## config.mk

```make
export PLATFORM = sky130hd
export DESIGN_NAME = irq_vec_ctrl
export DESIGN_NICKNAME = d
export VERILOG_FILES = /design/src/rtl/irq_vec_pkg.sv /design/src/rtl/irq_line_qual.sv /design/src/rtl/irq_pend_flag.sv /design/src/rtl/irq_prio_sel.sv /design/src/rtl/irq_vec_ctrl.sv
export SDC_FILE = /design/constraint.sdc
export NUM_CORES = 1
export LEC_CHECK = 0
export ABC_CLOCK_PERIOD_IN_PS = 1150
export BUFFER_PORTS_ARGS = -buffer_cell sky130_fd_sc_hd__buf_2
export CORE_AREA = 2 2 39 41
export DETAILED_ROUTE_END_ITERATION = 10
export DIE_AREA = 0 0 41 43
export PLACE_DENSITY_LB_ADDON = 0.25
export SLEW_MARGIN = 20
export SYNTH_ARGS = -nofsm -noshare
export SYNTH_HDL_FRONTEND = slang
export SYNTH_SLANG_ARGS = --single-unit
```

## constraint.sdc

```tcl
create_clock -name clk -period 1.15 [get_ports clk]
set_input_delay 0.115 -clock clk [delete_from_list [all_inputs] [get_ports clk]]
set_output_delay 0.115 -clock clk [all_outputs]
set_load 0.005 [all_outputs]
```

## src/rtl/irq_vec_pkg.sv

```systemverilog
package irq_vec_pkg;
  typedef enum logic [1:0] {
    SRC_NONE = 2'd0,
    SRC_EXT  = 2'd1,
    SRC_TMR  = 2'd2
  } irq_src_e;
endpackage

```

## src/rtl/irq_line_qual.sv

```systemverilog
// Qualifies the shared external line with its enable; level, not latched.
module irq_line_qual #(
  parameter bit ACTIVE_LOW = 1'b1
) (
  input  logic line_in,
  input  logic enable,
  output logic req
);
  logic asserted;
  generate
    if (ACTIVE_LOW) begin : g_low
      assign asserted = ~line_in;
    end else begin : g_high
      assign asserted = line_in;
    end
  endgenerate
  assign req = enable & asserted;
endmodule

```

## src/rtl/irq_pend_flag.sv

```systemverilog
// Remembers a pulse source until it is accepted or disabled.
module irq_pend_flag (
  input  logic clk,
  input  logic rst,
  input  logic pulse,
  input  logic enable,
  input  logic accept,
  output logic req
);
  logic pend_q;

  // Request seen by the arbiter includes a pulse arriving this very cycle.
  assign req = enable & (pend_q | pulse);

  always_ff @(posedge clk) begin
    if (rst)          pend_q <= 1'b0;
    else if (!enable) pend_q <= 1'b0;
    else if (accept)  pend_q <= 1'b0;
    else if (pulse)   pend_q <= 1'b1;
  end
endmodule

```

## src/rtl/irq_prio_sel.sv

```systemverilog
// Fixed priority: external first, timer second.
module irq_prio_sel
  import irq_vec_pkg::*;
(
  input  logic     ext_req,
  input  logic     tmr_req,
  output irq_src_e winner
);
  always_comb begin
    if (ext_req)      winner = SRC_EXT;
    else if (tmr_req) winner = SRC_TMR;
    else              winner = SRC_NONE;
  end
endmodule

```

## src/rtl/irq_vec_ctrl.sv

```systemverilog
module irq_vec_ctrl
  import irq_vec_pkg::*;
#(
  parameter int          ADDR_W  = 12,
  parameter logic [11:0] EXT_VEC = 12'd3,
  parameter logic [11:0] TMR_VEC = 12'd7
) (
  input  logic              clk,
  input  logic              rst,
  input  logic              ext_req_n,
  input  logic              tmr_ovf,
  input  logic              sample_stb,
  input  logic              ext_en,
  input  logic              tmr_en,
  input  logic              ret_restore,
  output logic              take,
  output logic [ADDR_W-1:0] vec_addr,
  output logic              in_service
);
  localparam int BANK_BIT = ADDR_W - 1;
  localparam logic [ADDR_W-1:0] BANK_MASK = ~(ADDR_W'(1) << BANK_BIT);
  localparam logic [ADDR_W-1:0] EXT_A = ADDR_W'(EXT_VEC) & BANK_MASK;
  localparam logic [ADDR_W-1:0] TMR_A = ADDR_W'(TMR_VEC) & BANK_MASK;

  logic     ext_req, tmr_req, accept, tmr_accept;
  irq_src_e winner;

  irq_line_qual #(.ACTIVE_LOW(1'b1)) u_ext (
    .line_in(ext_req_n), .enable(ext_en), .req(ext_req)
  );

  irq_pend_flag u_tmr (
    .clk(clk), .rst(rst), .pulse(tmr_ovf), .enable(tmr_en),
    .accept(tmr_accept), .req(tmr_req)
  );

  irq_prio_sel u_sel (
    .ext_req(ext_req), .tmr_req(tmr_req), .winner(winner)
  );

  assign accept     = sample_stb & ~in_service & (winner != SRC_NONE);
  assign tmr_accept = accept & (winner == SRC_TMR);

  always_ff @(posedge clk) begin
    if (rst) begin
      take       <= 1'b0;
      vec_addr   <= '0;
      in_service <= 1'b0;
    end else begin
      take <= accept;
      if (accept) begin
        in_service <= 1'b1;
        vec_addr   <= (winner == SRC_EXT) ? EXT_A : TMR_A;
      end else if (ret_restore) begin
        in_service <= 1'b0;
      end
    end
  end

  // Assertions
  assert_take_one_clk_R8: assert property (@(posedge clk) disable iff (rst)
    take |=> !take);
  assert_bank_low_R8: assert property (@(posedge clk) disable iff (rst)
    !vec_addr[BANK_BIT]);
  assert_take_on_strobe_R3: assert property (@(posedge clk) disable iff (rst)
    $rose(take) |-> $past(sample_stb));
  assert_no_take_in_service_R6: assert property (@(posedge clk) disable iff (rst)
    $rose(take) |-> !$past(in_service));
  assert_take_sets_service_R2: assert property (@(posedge clk) disable iff (rst)
    take |-> in_service);
  assert_release_by_return_R6: assert property (@(posedge clk) disable iff (rst)
    $fell(in_service) |-> $past(ret_restore));
  assert_disabled_silent_R7: assert property (@(posedge clk) disable iff (rst)
    (sample_stb && !ext_en && !tmr_en) |=> !take);
endmodule

```

# == After elaboration in Yosys (flattened, before gate mapping) ==
# Index checks and enable logic that the tools add are counted.
# W data, S select, Z words.
# totals
ff_bits,15
elab_cells,23
inputBits,8
out_inout_bits,14
# classes
mux,5
n_bitwise,9
n_eq_ne,2
n_reduce_logical,3
# op_table
op,n
$and A1 B1 Y1,5
$mux W2,2
$reduce_bool A2 Y1,2
$mux W3,1
$not A1 Y1,3
$reduce_or A3 Y1,1
$eq A2 B1 Y1 const B,1
$eq A2 B2 Y1 const B,1
$mux W1,2
$or A1 B1 Y1,1

# == Longest topological paths before layout ==
# Gate-level depths: netlist (run 1).
# depth
word_depth,8
mapped_depth,3
mapped_depth_nobuf,3

# == By module ==
# Synthesis (run 1) repeated with hierarchy kept, for this count alone.
# hier_totals
hier_cells,32
hier_area_um2,302.8
# by_module_without_submodules
module,area_each_um2,cells_each,instances,seq_area_each_um2
irq_vec_ctrl,227.7,26,1,80.1
irq_pend_flag,40.0,3,1,20.0
irq_prio_sel,21.3,2,1,0.0
irq_line_qual,13.8,1,1,0.0

# == Worst setup path before layout (run 1) ==
# OpenSTA, ideal clock, no wires.
# synth_timing
kind,register to register
startpoint,reg u_tmr.pend_q
endpoint,reg vec_addr[1]
path_buffers,0
setup_ps,120
stages_incl_launch_ff,4
slack_ps,311
t_required_ps,1030
synth_period_minus_slack_ps,839
arrival_ps,719
cell_sequence,dfxtp_1 > o21a_1 > o21ai_2 > a21oi_1
# synth_between
elab_chain_cells,6
# synth_rtl
element,line_no,rtl
"start, declared",irq_pend_flag.sv:10,logic pend_q;
"start signal, assigned",irq_pend_flag.sv:16,if (rst) pend_q <= 1'b0;
"start signal, assigned",irq_pend_flag.sv:17,else if (!enable) pend_q <= 1'b0;
"start signal, assigned",irq_pend_flag.sv:18,else if (accept) pend_q <= 1'b0;
$or A1 B1 Y1,irq_pend_flag.sv:13,assign req = enable & (pend_q | pulse);
$and A1 B1 Y1,irq_pend_flag.sv:13,
$mux W2,irq_prio_sel.sv:11,else if (tmr_req) winner = SRC_TMR;
$mux W2,irq_prio_sel.sv:10,if (ext_req) winner = SRC_EXT;
$reduce_bool A2 Y1,irq_vec_ctrl.sv:41,assign accept = sample_stb & ~in_service & (winner != SRC_NONE);
$and A1 B1 Y1,irq_vec_ctrl.sv:41,
"end signal, assigned",irq_vec_ctrl.sv:53,vec_addr <= (winner == SRC_EXT) ? EXT_A : TMR_A;
"end, declared",irq_vec_ctrl.sv:17,"output logic [ADDR_W-1:0] vec_addr,"
# No other way between the ends.
# A chain may end at the register's enable or synchronous reset.

# == Worst setup path in the final report (run 1) ==
# Same ends and word-level chain as after synthesis.

==> metrics.md, run 1 <==
| Metric | Value |
|---|---|
| Setup violations, final | `0` |
| I/O pins | `22` |
| Die width | `41 um` |
| GR Overflow Total | `0` |
| Unrepaired setup endpoints after global routing | `false` |
| Tmin final | `0.907 ns` |
| DRC viols | `0` |
| Global-route wire length before repair | `717 um` |
| DR vias | `206` |
| WL final | `448 um` |
| Post-DP Area | `312 um2` |
| Layout cells sized above 1 | `0.432` |
| Hold Path Stages | `2` |
| Post-Layout Cell Count | `60` |
| Clk root buf | `clkbuf_4` |
| FF-to-FF End | `vec_addr[1]` |
| Final Worst Setup Slack | `0.243 ns` |
| Vias in the first global route | `187` |
| Mean post-synth cell area | `9.22 um2` |
| Synthesized flop and latch total | `5` |
| Required time of the critical path | `1.27 ns` |
| Crit path cell chain | `o21a_1, o21ai_2, a21oi_1` |
| DP Wirelength | `373 um` |
| Fin. Hold Viols | `0` |
| Tot GR Track Use | `0.0661` |
| CTS Sinks | `5` |
| DP Worst Slack | `0.229 ns` |
| R2R depth | `3` |
| Post-CTS setup buffer count | `0` |
| Post-CTS sizing | `0` |
| R2r setup slk | `0.24 ns` |
| Max IR drop VDD | `0.204 mV` |
| Endpoint class of the critical path | `flip-flop` |
| CP startpoint kind | `flip-flop` |
| Largest net degree at the start of global routing | `6` |
| CP Buf/Inv Count | `0` |
| Vias per cell | `3.43` |
| Worst Hold End | `vec_addr[2]` |
| Die Height | `43 um` |
| Wire per inst | `7.47 um` |
| Clock-pin slew on the worst setup and hold paths | `0.04 ns` |
| Core box area | `1380 um2` |
| Num CTS Buffers | `3` |
| Placer congestion estimate | `0.493` |
| Mapped Cells | `30` |
| Ant diodes | `0` |
| Top delay family on crit path | `compound AO/OA/AOI/OAI gates` |
| Tcrit/Tclk final | `0.788` |
| Synth unique cells | `14` |
| Pwr Total | `0.454 mW` |
| Initial DRC count | `0` |
| Status | `finished, final reports clean` |
| Initial Util | `0.200` |
| Most frequent cells in the layout | `buf_2 (12), conb_1 (9), dfxtp_1 (5)` |
| CP max stage delay | `0.29 ns` |
| Slew Limit Fails | `0` |
| CP max-delay cell | `dfxtp_1` |
| Placed cells | `56` |
| Initial antenna violation count | `0` |
| CTS tree | `built` |
| Worst EP arrival | `1.03 ns` |
| FMAX | `1.10 GHz` |
| Port Buf Inserts | `12` |
| MaxCap Viol Count | `0` |
| Fillers | `158` |
| Area of the die | `1760 um2` |
| Remaining antenna violation count | `0` |
| Final instance area | `338 um2` |
| Synth-to-Final Area Change | `22.2%` |
| Row count | `14` |
| CP Max Fanout | `3` |
| Clock buffer depth | `2` |
| Pleak | `0.173 nW` |
| Fin nets | `53` |
| H-tree Lvls | `1` |
| Synth Cell Area | `277 um2` |
| Power per cell area | `1340 nW/um2` |
| Worst skew pair latency | `0.24 ns` |
| R2R Path Start | `u_tmr.pend_q` |
| Synth warn | `0` |
| Setup TNS | `0 ns` |
| First drt pass iteration count | `1` |
| Register area share after synthesis | `0.362` |
| Post-CTS Hold Fix Bufs | `0` |
| Hold Crit Start | `rst` |
| Hold WC Path Type | `input pin to flip-flop` |
| WS Path Type | `flip-flop to flip-flop` |
| Commonest non-fill, non-tap cell in the layout | `buf_2` |
| Clk_skew | `0.00197 ns` |
state kept, by name, summed over array words and instances (netlist names):
signal / count
vec_addr: 2
u_tmr.pend_q: 1
take: 1
in_service: 1
final cells by class:
| class | count | area (um2) | area share |
|---|---|---|---|
| clock buffer | 4 | 26.3 | 0.0778 |
| multi-input combinational | 22 | 128 | 0.378 |
| sequential | 5 | 100 | 0.296 |
| inverter | 1 | 3.75 | 0.0111 |
| tap | 16 | 20.0 | 0.0593 |
| timing repair buffer | 12 | 60.1 | 0.178 |
worst register-to-register path: cells and delay by family, from the launching register on:
kind	cells	cell delay (ns)
flops	1	0.29
compound gates	3	0.51
cell usage after synthesis (all sizes together):
cell | instances | area, um2
buf | 10 | 75.1
nor2 | 2 | 7.51
o21ai | 2 | 13.8
inv | 1 | 3.75
a211oi | 1 | 12.5
conb | 1 | 3.75
o21a | 1 | 7.51
nor2b | 1 | 13.8
and2b | 1 | 7.51
nand2b | 2 | 12.5
dfxtp | 5 | 100
a21oi | 3 | 18.8
worst max-delay path by stage:
stage | depth (start not counted) | start | endpoint
2_1_floorplan | 3 | u_tmr.pend_q | vec_addr[1]
3_3_place_gp | 3 | u_tmr.pend_q | vec_addr[1]
3_5_place_dp | 3 | u_tmr.pend_q | vec_addr[1]
4_1_cts | 3 | u_tmr.pend_q | vec_addr[1]
5_1_grt | 3 | u_tmr.pend_q | in_service
6_report | 3 | u_tmr.pend_q | vec_addr[1]
power by group:
part           switching, mW  internal, mW  leakage (nW)
Sequential           0.00651         0.184        0.0410
Combinational         0.0320        0.0306         0.117
Clock                 0.0694         0.131        0.0150
cell families (layout without fill, tap and decap cells):
group           after synthesis  in the layout  synth area share
simple gates                  6              6             0.149
flops                         5              5             0.362
compound gates                7              7             0.190
other cells                   1              9            0.0136
buf+inv                      11             17             0.285
metal layers:
layer / GRT usage / up-vias / share of wire / wire length (um)
met2: 0.0938 / 12 / 0.51 / 229
met5: 0 / - / 0 / 0
li1: - / 104 / - / -
met4: 0.100 / 0 / 0 / 0
met1: 0.0575 / 90 / 0.36 / 162
met3: 0.0157 / 0 / 0.13 / 57
through the flow:
stage,hold WS [ns],util
2_1_floorplan,0.180,-
3_3_place_gp,0.351,0.225
3_5_place_dp,0.350,0.225
4_1_cts,0.0998,0.244
5_1_grt,0.104,0.244
6_report,0.105,0.244
No activity file was read; power rests on OpenSTA's default activity.
==> run 2, diff against run 1 <==
Settings changed: ABC_AREA set to 1, ABC_CLOCK_PERIOD_IN_PS 1150 to 900.
Clock period 1.15 ns to 0.9 ns, I/O delays scaled along.
==> run 2 against run 1 <==
Critical path depth shrank 2. Utilization is 0.18 points higher. Clock power is 32% higher. Die area unchanged. Count of clock-buffer cells in the layout is the same.
==> metrics.md, run 2 <==
| Metric | Value |
|---|---|
| Vias in the first global route | `166` |
| Synth unique cells | `13` |
| WL final | `476 um` |
| GR Overflow Total | `0` |
| Layout cells sized above 1 | `0.429` |
| Setup violations, final | `0` |
| R2r setup slk | `0.08 ns` |
| Core box area | `1380 um2` |
| Initial antenna violation count | `0` |
| Clock-pin slew on the worst setup and hold paths | `0.05 ns` |
| Sw Share | `0.254` |
| Clk_skew | `0.00561 ns` |
| Endpoint class of the critical path | `output port` |
| WS Path Type | `flip-flop to output port` |
| Hold_ws | `0.0503 ns` |
| Initial Util | `0.198` |
| Most frequent cells in the layout | `buf_2 (12), conb_1 (9), inv_1 (5), dfxtp_1 (5), nand2_1 (4)` |
| Internal power | `0.439 mW` |
| I/O pins | `22` |
| Count leader, synth | `buf_4` |
| Pleak | `0.196 nW` |
| Fin. Hold Viols | `0` |
| Area of the die | `1760 um2` |
| Commonest non-fill, non-tap cell in the layout | `buf_2` |
| Number of flip-flops under the largest register name | `2` |
| CP Max Fanout | `3` |
| FF-to-FF End | `vec_addr[2]` |
| Synth top area cells | `dfxtp_1 (37%), buf_4 (27%), inv_1 (6.8%), nand2_1 (5.5%), nand2_2 (4.6%)` |
| Synth Cell Area | `274 um2` |
| CTS Sinks | `5` |
| Switch Pwr | `0.150 mW` |
| Num CTS Buffers | `3` |
| Vias per cell | `3.31` |
| Ant diodes | `0` |
| Seq pwr share | `0.415` |
| Placer congestion estimate | `0.717` |
| FMAX | `1.21 GHz` |
| Crit path to | `in_service` |
| CP startpoint kind | `flip-flop` |
| Worst skew pair latency | `0.25 ns` |
| Power per cell area | `1730 nW/um2` |
| Slew Limit Fails | `0` |
| Tot GR Track Use | `0.0714` |
| Multi-input gate area | `115 um2` |
| Max IR drop VDD | `0.415 mV` |
| Largest net degree at the start of global routing | `6` |
| Wire per inst | `7.32 um` |
| DP Worst Slack | `0.0566 ns` |
| Comb pwr share | `0.136` |
| Clk root buf | `clkbuf_4` |
| Top delay family on crit path | `flip-flops` |
| DR vias | `215` |
| Top cell type's share of synthesized area | `0.365` |
| Post-synthesis async set-or-reset flop share | `0` |
| Row count | `14` |
| EDFF count, synth | `0` |
| Top post-synthesis cells by count | `buf_4 (10), dfxtp_1 (5), inv_1 (5)` |
| Die width | `41 um` |
| Die Height | `43 um` |
| Register area share after synthesis | `0.365` |
| Clk pwr share | `0.449` |
| Tcrit/Tclk final | `0.915` |
| Required time of the critical path | `0.81 ns` |
| CP Buf/Inv Count | `1` |
| Global-route wire length before repair | `710 um` |
| Post-CTS setup buffer count | `0` |
| DP Wirelength | `380 um` |
| Hold WC Path Type | `input pin to flip-flop` |
| Most flops, register | `vec_addr` |
| Commonest register cell after synthesis | `dfxtp_1` |
| Synthesized flop and latch total | `5` |
| Fin nets | `58` |
| Crit path launch | `in_service` |
| R2R depth | `5` |
| Mapped Cells | `35` |
| CP max-delay cell | `dfxtp_1` |
| Fillers | `159` |
| Sequential cell area | `100 um2` |
| Synth warn | `0` |
| Port Buf Inserts | `12` |
| Worst EP arrival | `0.73 ns` |
| CTS tree | `built` |
| CP max stage delay | `0.36 ns` |
| WP depth | `1` |
| Tmin final | `0.824 ns` |
| Remaining antenna violation count | `0` |
| Area leader, netlist | `dfxtp_1` |
| Clock buffer depth | `2` |
| DRC viols | `0` |
| R2R Path Start | `u_tmr.pend_q` |
| MaxCap Viol Count | `0` |
| Crit path cell chain | `buf_2` |
| Initial DRC count | `0` |
| Synth-to-Final Area Change | `24.2%` |
| Final Worst Setup Slack | `0.0761 ns` |
| Status | `finished, final reports clean` |
| Post-CTS Hold Fix Bufs | `0` |
| First drt pass iteration count | `1` |
| H-tree Lvls | `1` |
| Mean post-synth cell area | `7.83 um2` |
run 2: cell count changes after synthesis, sizes merged:
| cell | before | now |
|---|---|---|
| inv | 1 | 5 |
| o22ai | 0 | 1 |
| and2b | 1 | 0 |
| nor2b | 1 | 0 |
| a21oi | 3 | 1 |
| nand2 | 0 | 6 |
| o21a | 1 | 0 |
| a211oi | 1 | 0 |
| nand2b | 2 | 0 |
| nand3 | 0 | 2 |
run 2: cells by family after synthesis:
logic type,synth area share
and+or+nand+nor,0.173
other,0.0137
buffers and inverters,0.342
AOI/OAI and AO/OA,0.105
DFF,0.365
run 2: how the worst min path moves through the flow:
stage,start,endpoint,cells past startpoint
floorplan,rst,vec_addr[2],1
global placement,rst,vec_addr[2],2
detailed placement,ret_restore,in_service,2
CTS,ret_restore,in_service,2
global route,ret_restore,in_service,2
finish,ret_restore,in_service,2
run 2: per-stage QoR:
stage | area (um2) | power (mW) | setup TNS (ns) | instances | utilization
after floorplan | 304 | 0.323 | 0 | 43 | -
after global placement | 309 | 0.327 | 0 | 61 | 0.223
after detailed placement | 309 | 0.327 | 0 | 61 | 0.223
after CTS | 335 | 0.600 | 0 | 65 | 0.242
after global routing | 340 | 0.632 | -0.000876 | 65 | 0.246
final | 340 | 0.589 | 0 | 65 | 0.246
run 2: area by class of cell:
type	count	share of cell area
clock buffer	4	0.0772
inverter	5	0.0551
multi-input combinational	23	0.338
sequential	5	0.294
tap	16	0.0588
timing repair buffer	12	0.176
run 2: routing by layer:
metal	GRT usage	vias to the layer above	wire [um]
met2	0.0625	16	176
met3	0.0628	4	76
met1	0.0871	80	206
li1	-	115	-
met4	0.0800	0	17
met5	0	-	0
run 2: power groups by stage:
stage	registers, mW	clock network (mW)	logic (mW)
3_5_place_dp	0.249	0	0.0787
4_1_cts	0.245	0.277	0.0789
6_report	0.244	0.265	0.0800
2_1_floorplan	0.249	0	0.0734
3_3_place_gp	0.248	0	0.0787
5_1_grt	0.246	0.292	0.0940
run 2: repair_timing:
item	in CTS	in global routing
endpoints found under the hold margin	0	0
gates resized for setup	0	1
endpoints found under the setup margin	0	2
